==> config.mk <==
export PLATFORM = sky130hd
export DESIGN_NAME = conv_sequencer
export DESIGN_NICKNAME = d
export VERILOG_FILES = /design/src/rtl/conv_seq_pkg.sv /design/src/rtl/conv_seq_picker.sv /design/src/rtl/conv_seq_packer.sv /design/src/rtl/conv_sequencer.sv
export SDC_FILE = /design/constraint.sdc
export NUM_CORES = 1
export LEC_CHECK = 0
export ABC_AREA = 1
export BUFFER_PORTS_ARGS = -buffer_cell sky130_fd_sc_hd__buf_2
export CAP_MARGIN = 15
export CORE_ASPECT_RATIO = 0.7
export CORE_MARGIN = 2
export CORE_UTILIZATION = 45
export DETAILED_ROUTE_END_ITERATION = 10
export GPL_TIMING_DRIVEN = 0
export PLACE_DENSITY = 0.75
export SKIP_LAST_GASP = 1
export SYNTH_ARGS = -nofsm -noshare
export SYNTH_HDL_FRONTEND = slang
export SYNTH_SLANG_ARGS = --single-unit
==> constraint.sdc <==
create_clock -name clk -period 2.65 [get_ports clk]
set_input_delay 0.53 -clock clk [delete_from_list [all_inputs] [get_ports clk]]
set_output_delay 0.53 -clock clk [all_outputs]
set_load 0.03 [all_outputs]
==> src/rtl/conv_seq_pkg.sv <==
package conv_seq_pkg;
    typedef enum logic [1:0] {
        ST_IDLE   = 2'd0,
        ST_FRST   = 2'd1,
        ST_SETTLE = 2'd2
    } seq_state_e;

    localparam int STATUS_W = 8;
endpackage

==> src/rtl/conv_seq_picker.sv <==
// Finds the first set mask bit strictly after index start_idx, wrapping.
// With start_idx = NCH-1 this yields the lowest set bit; a lone set bit at
// start_idx is found again on the last step (i = NCH wraps to start_idx).
module conv_seq_picker #(
    parameter int NCH   = 8,
    parameter int IDX_W = $clog2(NCH)
) (
    input  logic [NCH-1:0]   mask,
    input  logic [IDX_W-1:0] start_idx,
    output logic [IDX_W-1:0] pick_idx
);
    always_comb begin
        logic             found;
        logic [IDX_W-1:0] cand;
        found    = 1'b0;
        pick_idx = start_idx;
        for (int i = 1; i <= NCH; i++) begin
            cand = start_idx + IDX_W'(i);
            if (!found && mask[cand]) begin
                found    = 1'b1;
                pick_idx = cand;
            end
        end
    end
endmodule

==> src/rtl/conv_seq_packer.sv <==
// Forms the result word: data alone, or data followed by a status byte.
module conv_seq_packer #(
    parameter int DATA_W = 24,
    parameter int IDX_W  = 3,
    localparam int RES_W = DATA_W + conv_seq_pkg::STATUS_W
) (
    input  logic [DATA_W-1:0] data,
    input  logic [IDX_W-1:0]  idx,
    input  logic              err,
    input  logic              with_status,
    output logic [RES_W-1:0]  word
);
    localparam int SW = conv_seq_pkg::STATUS_W;

    logic [SW-1:0] status;

    always_comb begin
        status          = '0;
        status[SW-1]    = err;
        status[IDX_W-1:0] = idx;
        if (with_status) word = {data, status};
        else             word = {{SW{1'b0}}, data};
    end
endmodule

==> src/rtl/conv_sequencer.sv <==
module conv_sequencer #(
    parameter int NCH          = 8,
    parameter int DATA_W       = 24,
    parameter int SETTLE_TICKS = 4,
    localparam int IDX_W       = $clog2(NCH),
    localparam int CNT_W       = $clog2(SETTLE_TICKS + 1),
    localparam int RES_W       = DATA_W + conv_seq_pkg::STATUS_W
) (
    input  logic              clk,
    input  logic              rst_n,
    input  logic [NCH-1:0]    chan_en,
    input  logic              rate_tick,
    input  logic [DATA_W-1:0] conv_data,
    input  logic              status_en,
    output logic [IDX_W-1:0]  chan_sel,
    output logic              filt_rst,
    output logic [RES_W-1:0]  result,
    output logic              rdy_n
);
    import conv_seq_pkg::*;

    localparam logic [CNT_W-1:0] LAST_CNT = CNT_W'(SETTLE_TICKS - 1);

    typedef struct packed {
        seq_state_e       st;
        logic [NCH-1:0]   mask;
        logic [IDX_W-1:0] cur;
        logic [CNT_W-1:0] cnt;
        logic             err;
        logic             frst;
        logic             rdy_n;
        logic [RES_W-1:0] res;
    } seq_regs_t;

    seq_regs_t q, d;

    logic [IDX_W-1:0] low_idx;
    logic [IDX_W-1:0] next_idx;
    logic [RES_W-1:0] packed_word;
    logic             mask_chg;

    conv_seq_picker #(.NCH(NCH), .IDX_W(IDX_W)) u_pick_low (
        .mask      (chan_en),
        .start_idx ({IDX_W{1'b1}}),
        .pick_idx  (low_idx)
    );

    conv_seq_picker #(.NCH(NCH), .IDX_W(IDX_W)) u_pick_next (
        .mask      (q.mask),
        .start_idx (q.cur),
        .pick_idx  (next_idx)
    );

    conv_seq_packer #(.DATA_W(DATA_W), .IDX_W(IDX_W)) u_pack (
        .data        (conv_data),
        .idx         (q.cur),
        .err         (q.err),
        .with_status (status_en),
        .word        (packed_word)
    );

    assign mask_chg = (chan_en != q.mask);

    always_comb begin
        d       = q;
        d.frst  = 1'b0;
        d.rdy_n = 1'b1;
        if (mask_chg) begin
            d.mask = chan_en;
            d.cnt  = '0;
            if (q.st == ST_SETTLE && q.cnt != '0) d.err = 1'b1;
            if (chan_en == '0) begin
                d.st = ST_IDLE;
            end else begin
                d.st   = ST_FRST;
                d.cur  = low_idx;
                d.frst = 1'b1;
            end
        end else begin
            case (q.st)
                ST_FRST: begin
                    d.st  = ST_SETTLE;
                    d.cnt = '0;
                end
                ST_SETTLE: begin
                    if (rate_tick) begin
                        if (q.cnt == LAST_CNT) begin
                            d.res   = packed_word;
                            d.rdy_n = 1'b0;
                            d.err   = 1'b0;
                            if (next_idx != q.cur) begin
                                d.cur  = next_idx;
                                d.st   = ST_FRST;
                                d.frst = 1'b1;
                                d.cnt  = '0;
                            end
                        end else begin
                            d.cnt = q.cnt + 1'b1;
                        end
                    end
                end
                default: d.st = ST_IDLE;
            endcase
        end
    end

    always_ff @(posedge clk) begin
        if (!rst_n) begin
            q.st    <= ST_IDLE;
            q.mask  <= '0;
            q.cur   <= '0;
            q.cnt   <= '0;
            q.err   <= 1'b0;
            q.frst  <= 1'b0;
            q.rdy_n <= 1'b1;
            q.res   <= '0;
        end else begin
            q <= d;
        end
    end

    assign chan_sel = q.cur;
    assign filt_rst = q.frst;
    assign result   = q.res;
    assign rdy_n    = q.rdy_n;


    chan_enabled_chk: assert property (@(posedge clk) disable iff (!rst_n)
        (q.st != ST_IDLE) |-> q.mask[q.cur]);


    rdy_high_after_frst_chk: assert property (@(posedge clk) disable iff (!rst_n)
        filt_rst |=> rdy_n);


    rdy_single_pulse_chk: assert property (@(posedge clk) disable iff (!rst_n)
        !rdy_n |=> rdy_n);


    idle_quiet_chk: assert property (@(posedge clk) disable iff (!rst_n)
        (q.st == ST_IDLE) |-> (rdy_n && !filt_rst));


    result_hold_chk: assert property (@(posedge clk) disable iff (!rst_n)
        !$stable(result) |-> !rdy_n);


    restart_frst_chk: assert property (@(posedge clk) disable iff (!rst_n)
        (mask_chg && chan_en != '0) |=> filt_rst);
endmodule

==> flow_summary_export.csv <==
group,metric,value,unit
synthesis,synth.distinct_cells,34,
drt,vias,3386,
power_and_ir_drop,powerDensity,453,nW/um^2
place,place_ws,-0.0887,ns
synthesis,synthXorXnorAreaFrac,2.71,%
timing,slew-limit-headroom,46.2,%
final_layout,final_common_cell,"nand2_1",
timing,fin_tns_setup,0,ns
drt,first_pass_iters,5,
synthesis,netlist_area,3230,sq um
synthesis,ys_seq_area_share,31.6,%
floorplan,num_io_pins,73,
clock_network,clockBufferDepth,2,
clock_network,cts_made_buffers,5,
flow_run,maxCapViolations,0,
clock_network,hold_buffers,0,
clock_network,clkTransAtPathRegs,0.10,ns
final_layout,instances_no_fill,656,
drt,avgViaCountPerCell,5.16,
synthesis,synth-seq-cells,51,
floorplan,fp.dieH,74.9,um
clock_network,cts.sink_count,51,
timing,drv_slew,0,
setup_path,crit_fanout,10,
timing,worst_pin_slew,0.800,ns
drt,ant_nets,0,
hold_path,hold_start,"chan_en[6]",
setup_path,critPathCaptureType,"register",
synthesis,synth.area.mux_share,0,%
drt,avgRoutedWirePerCell,13.6,um
final_layout,antenna_cells,0,
grt,grt_pass1_vias,2972,
synthesis,synth_cells,479,
timing,fmax,410,MHz
timing,fin_skew,0.00791,ns
power_and_ir_drop,irDropWorstVdd,0.228,mV
place,gp_congestion,0.896,
final_layout,stdcell_area,3880,sq um
floorplan,initial_core_util,47.1,%
synthesis,synth_top_family_by_area,"simple AND/OR/NAND/NOR gates",
timing,fin_ws,0.213,ns
clock_network,cts_tree,"done",
final_layout,area_growth,20.1,%
clock_network,cts-root-buf,"clkbuf_8",
timing,hold_viol,0,
drt,drtIter0Drc,308,
synthesis,synthSimpleGateAreaFrac,32.8,%
place,placed_area,3710,sq um
floorplan,core,6850,sq um
setup_path,arrival,2.65,ns
place,port_buffers,72,
final_layout,drive_above_1_share,27.0,%
clock_network,clkLatencyLatePin,0.31,ns
timing,layout_min_cycle_time,2.44,ns
grt,gr-total-overflow,0,
setup_path,startpoint,"chan_sel[0]$_SDFFE_PN0P_",
timing,fin_crit_sh,91.9,%
final_layout,fill_cells,665,
synthesis,synth_fp_nets,521,
setup_path,crit_type,"register to register",
hold_path,hold_depth,3,
floorplan,die_w,105,um
grt,grt_max_degree,17,
hold_path,hold_class,"input port to register",
synthesis,synth_adder_area_share,2.32,%
place,dp_cells,645,
clock_network,htreeDepth,2,
setup_path,r2r_cells,16,
run_status,status,"completed",
place,hpwl,6890,um
setup_path,worstPathRequired,2.86,ns
grt,antenna_found_initial,0,
final_layout,finalNetCount,603,
final_layout,utilization,56.6,%
timing,setup_violations,0,
synthesis,synth_compound_area_share,13.4,%
final_layout,mostFrequentLayoutCells,"nand2_1, buf_2, dfxtp_1",
drt,drc,0,
setup_path,r2r-start,"chan_sel[0]$_SDFFE_PN0P_",
setup_path,worstSetupStartpointType,"register",
floorplan,die-area,7880,sq um
floorplan,rows,25,
timing,rsz0062_at_grt,"no",
power_and_ir_drop,leakage,2.05,nW
grt,grtUsageTotal,23.3,%
grt,grt_pass1_wl,14600,um
drt,wirelength,8940,um
synthesis,syn_avg_cell_area,6.74,sq um
synthesis,ys_warn_count,0,
-- synth_stat cells --
library cell | n | area [sq um]
a21boi_0 | 1 | 7.51
a21oi_1 | 6 | 30.0
a31oi_1 | 20 | 125
a31oi_2 | 2 | 25.0
and2_1 | 1 | 6.26
buf_2 | 3 | 15.0
buf_4 | 37 | 278
buf_6 | 2 | 22.5
clkbuf_1 | 13 | 48.8
clkinv_1 | 1 | 3.75
dfxtp_1 | 51 | 1020
ha_1 | 6 | 75.1
inv_1 | 46 | 173
inv_2 | 3 | 11.3
nand2_1 | 143 | 537
nand2_2 | 2 | 12.5
nand2_4 | 3 | 33.8
nand3_1 | 36 | 180
nand3_2 | 9 | 90.1
nand3b_1 | 2 | 15.0
nand4_1 | 4 | 25.0
nor2_1 | 21 | 78.8
nor2_8 | 1 | 20.0
nor3_1 | 4 | 20.0
nor3_4 | 1 | 16.3
nor4_1 | 2 | 12.5
o2111ai_1 | 1 | 8.76
o211ai_1 | 2 | 15.0
o21ai_0 | 39 | 195
o21ai_1 | 4 | 20.0
o21bai_1 | 1 | 7.51
or2_2 | 2 | 12.5
xnor2_1 | 1 | 8.76
xor2_1 | 9 | 78.8
-- registers in the layout, indices dropped and copies added, names as in the netlist --
name      flops
chan_sel      3
result       32
rdy_n         1
filt_rst      1
q            14
-- routing by layer --
| layer | GRT usage (%) | vias to the layer above | share of wire [%] |
|---|---|---|---|
| li1 | - | 1676 | - |
| met2 | 33.5 | 146 | 41 |
| met3 | 4.59 | 9 | 9.5 |
| met1 | 36.0 | 1555 | 49 |
| met5 | 0 | - | 0 |
| met4 | 4.44 | 0 | 0.54 |
-- worst max-delay path, stage by stage (launching register included) --
cell,delay (ns)
dfxtp_4,0.39
inv_2,0.06
buf_6,0.14
ha_4,0.27
inv_4,0.08
nand3_1,0.11
nand3_2,0.12
nand2_4,0.10
nor2_8,0.14
nand2_4,0.07
nor3_4,0.21
buf_4,0.16
nand4_1,0.08
nand2_1,0.15
inv_1,0.06
o21ai_0,0.14
nor2_1,0.06
-- cells by family (layout without fill, tap and decap cells) --
| logic type | count (synthesis) | in the layout |
|---|---|---|
| AO/OA/AOI/OAI | 76 | 76 |
| buffers and inverters | 105 | 188 |
| flip-flops | 51 | 51 |
| adder cells (fa/ha/maj) | 6 | 6 |
| XOR/XNOR | 10 | 10 |
| AND/OR/NAND/NOR | 231 | 231 |
-- timing repair --
item,CTS,global route
setup endpoints to repair,6,8
buffers inserted,1,2
pin swaps,1,2
gates resized for setup,2,5
-- layout make-up --
cell class                 instances  area, sq um  area share, %
inverter                          50          190           4.90
sequential                        51         1030           26.5
buffer                            55          364           9.39
clock inverter                     2         38.8           1.00
tap                               94          118           3.03
timing repair buffer              75          383           9.87
multi-input combinational        323         1680           43.2
clock buffer                       6         82.6           2.13
-- worst paths after layout --
check / to / slack [ns]
setup / recovery: q[36]$_SDFFE_PP0P_ / 0.21
hold / removal: q[47]$_SDFFE_PN0P_ / 0.44
setup reg to reg: q[36]$_SDFFE_PP0P_ / 0.21
hold reg to reg: q[34]$_SDFFE_PN0P_ / 0.48
-- report_power, final --
group	leakage, nW	internal [W]	switching (W)	total (W)
Clock	0.0618	0.000311	0.000275	0.000586
Combinational	1.57	0.000138	0.000246	0.000384
Sequential	0.415	0.000776	0.0000112	0.000787
-- metrics by stage --
step,total power [W],hold WS [ns]
after detailed placement,0.00117,0.458
after global routing,0.00185,0.445
final,0.00176,0.440
after global placement,0.00116,0.460
after CTS,0.00175,0.437
after floorplan,0.00106,0.441
(Power assumes the default switching activity.)
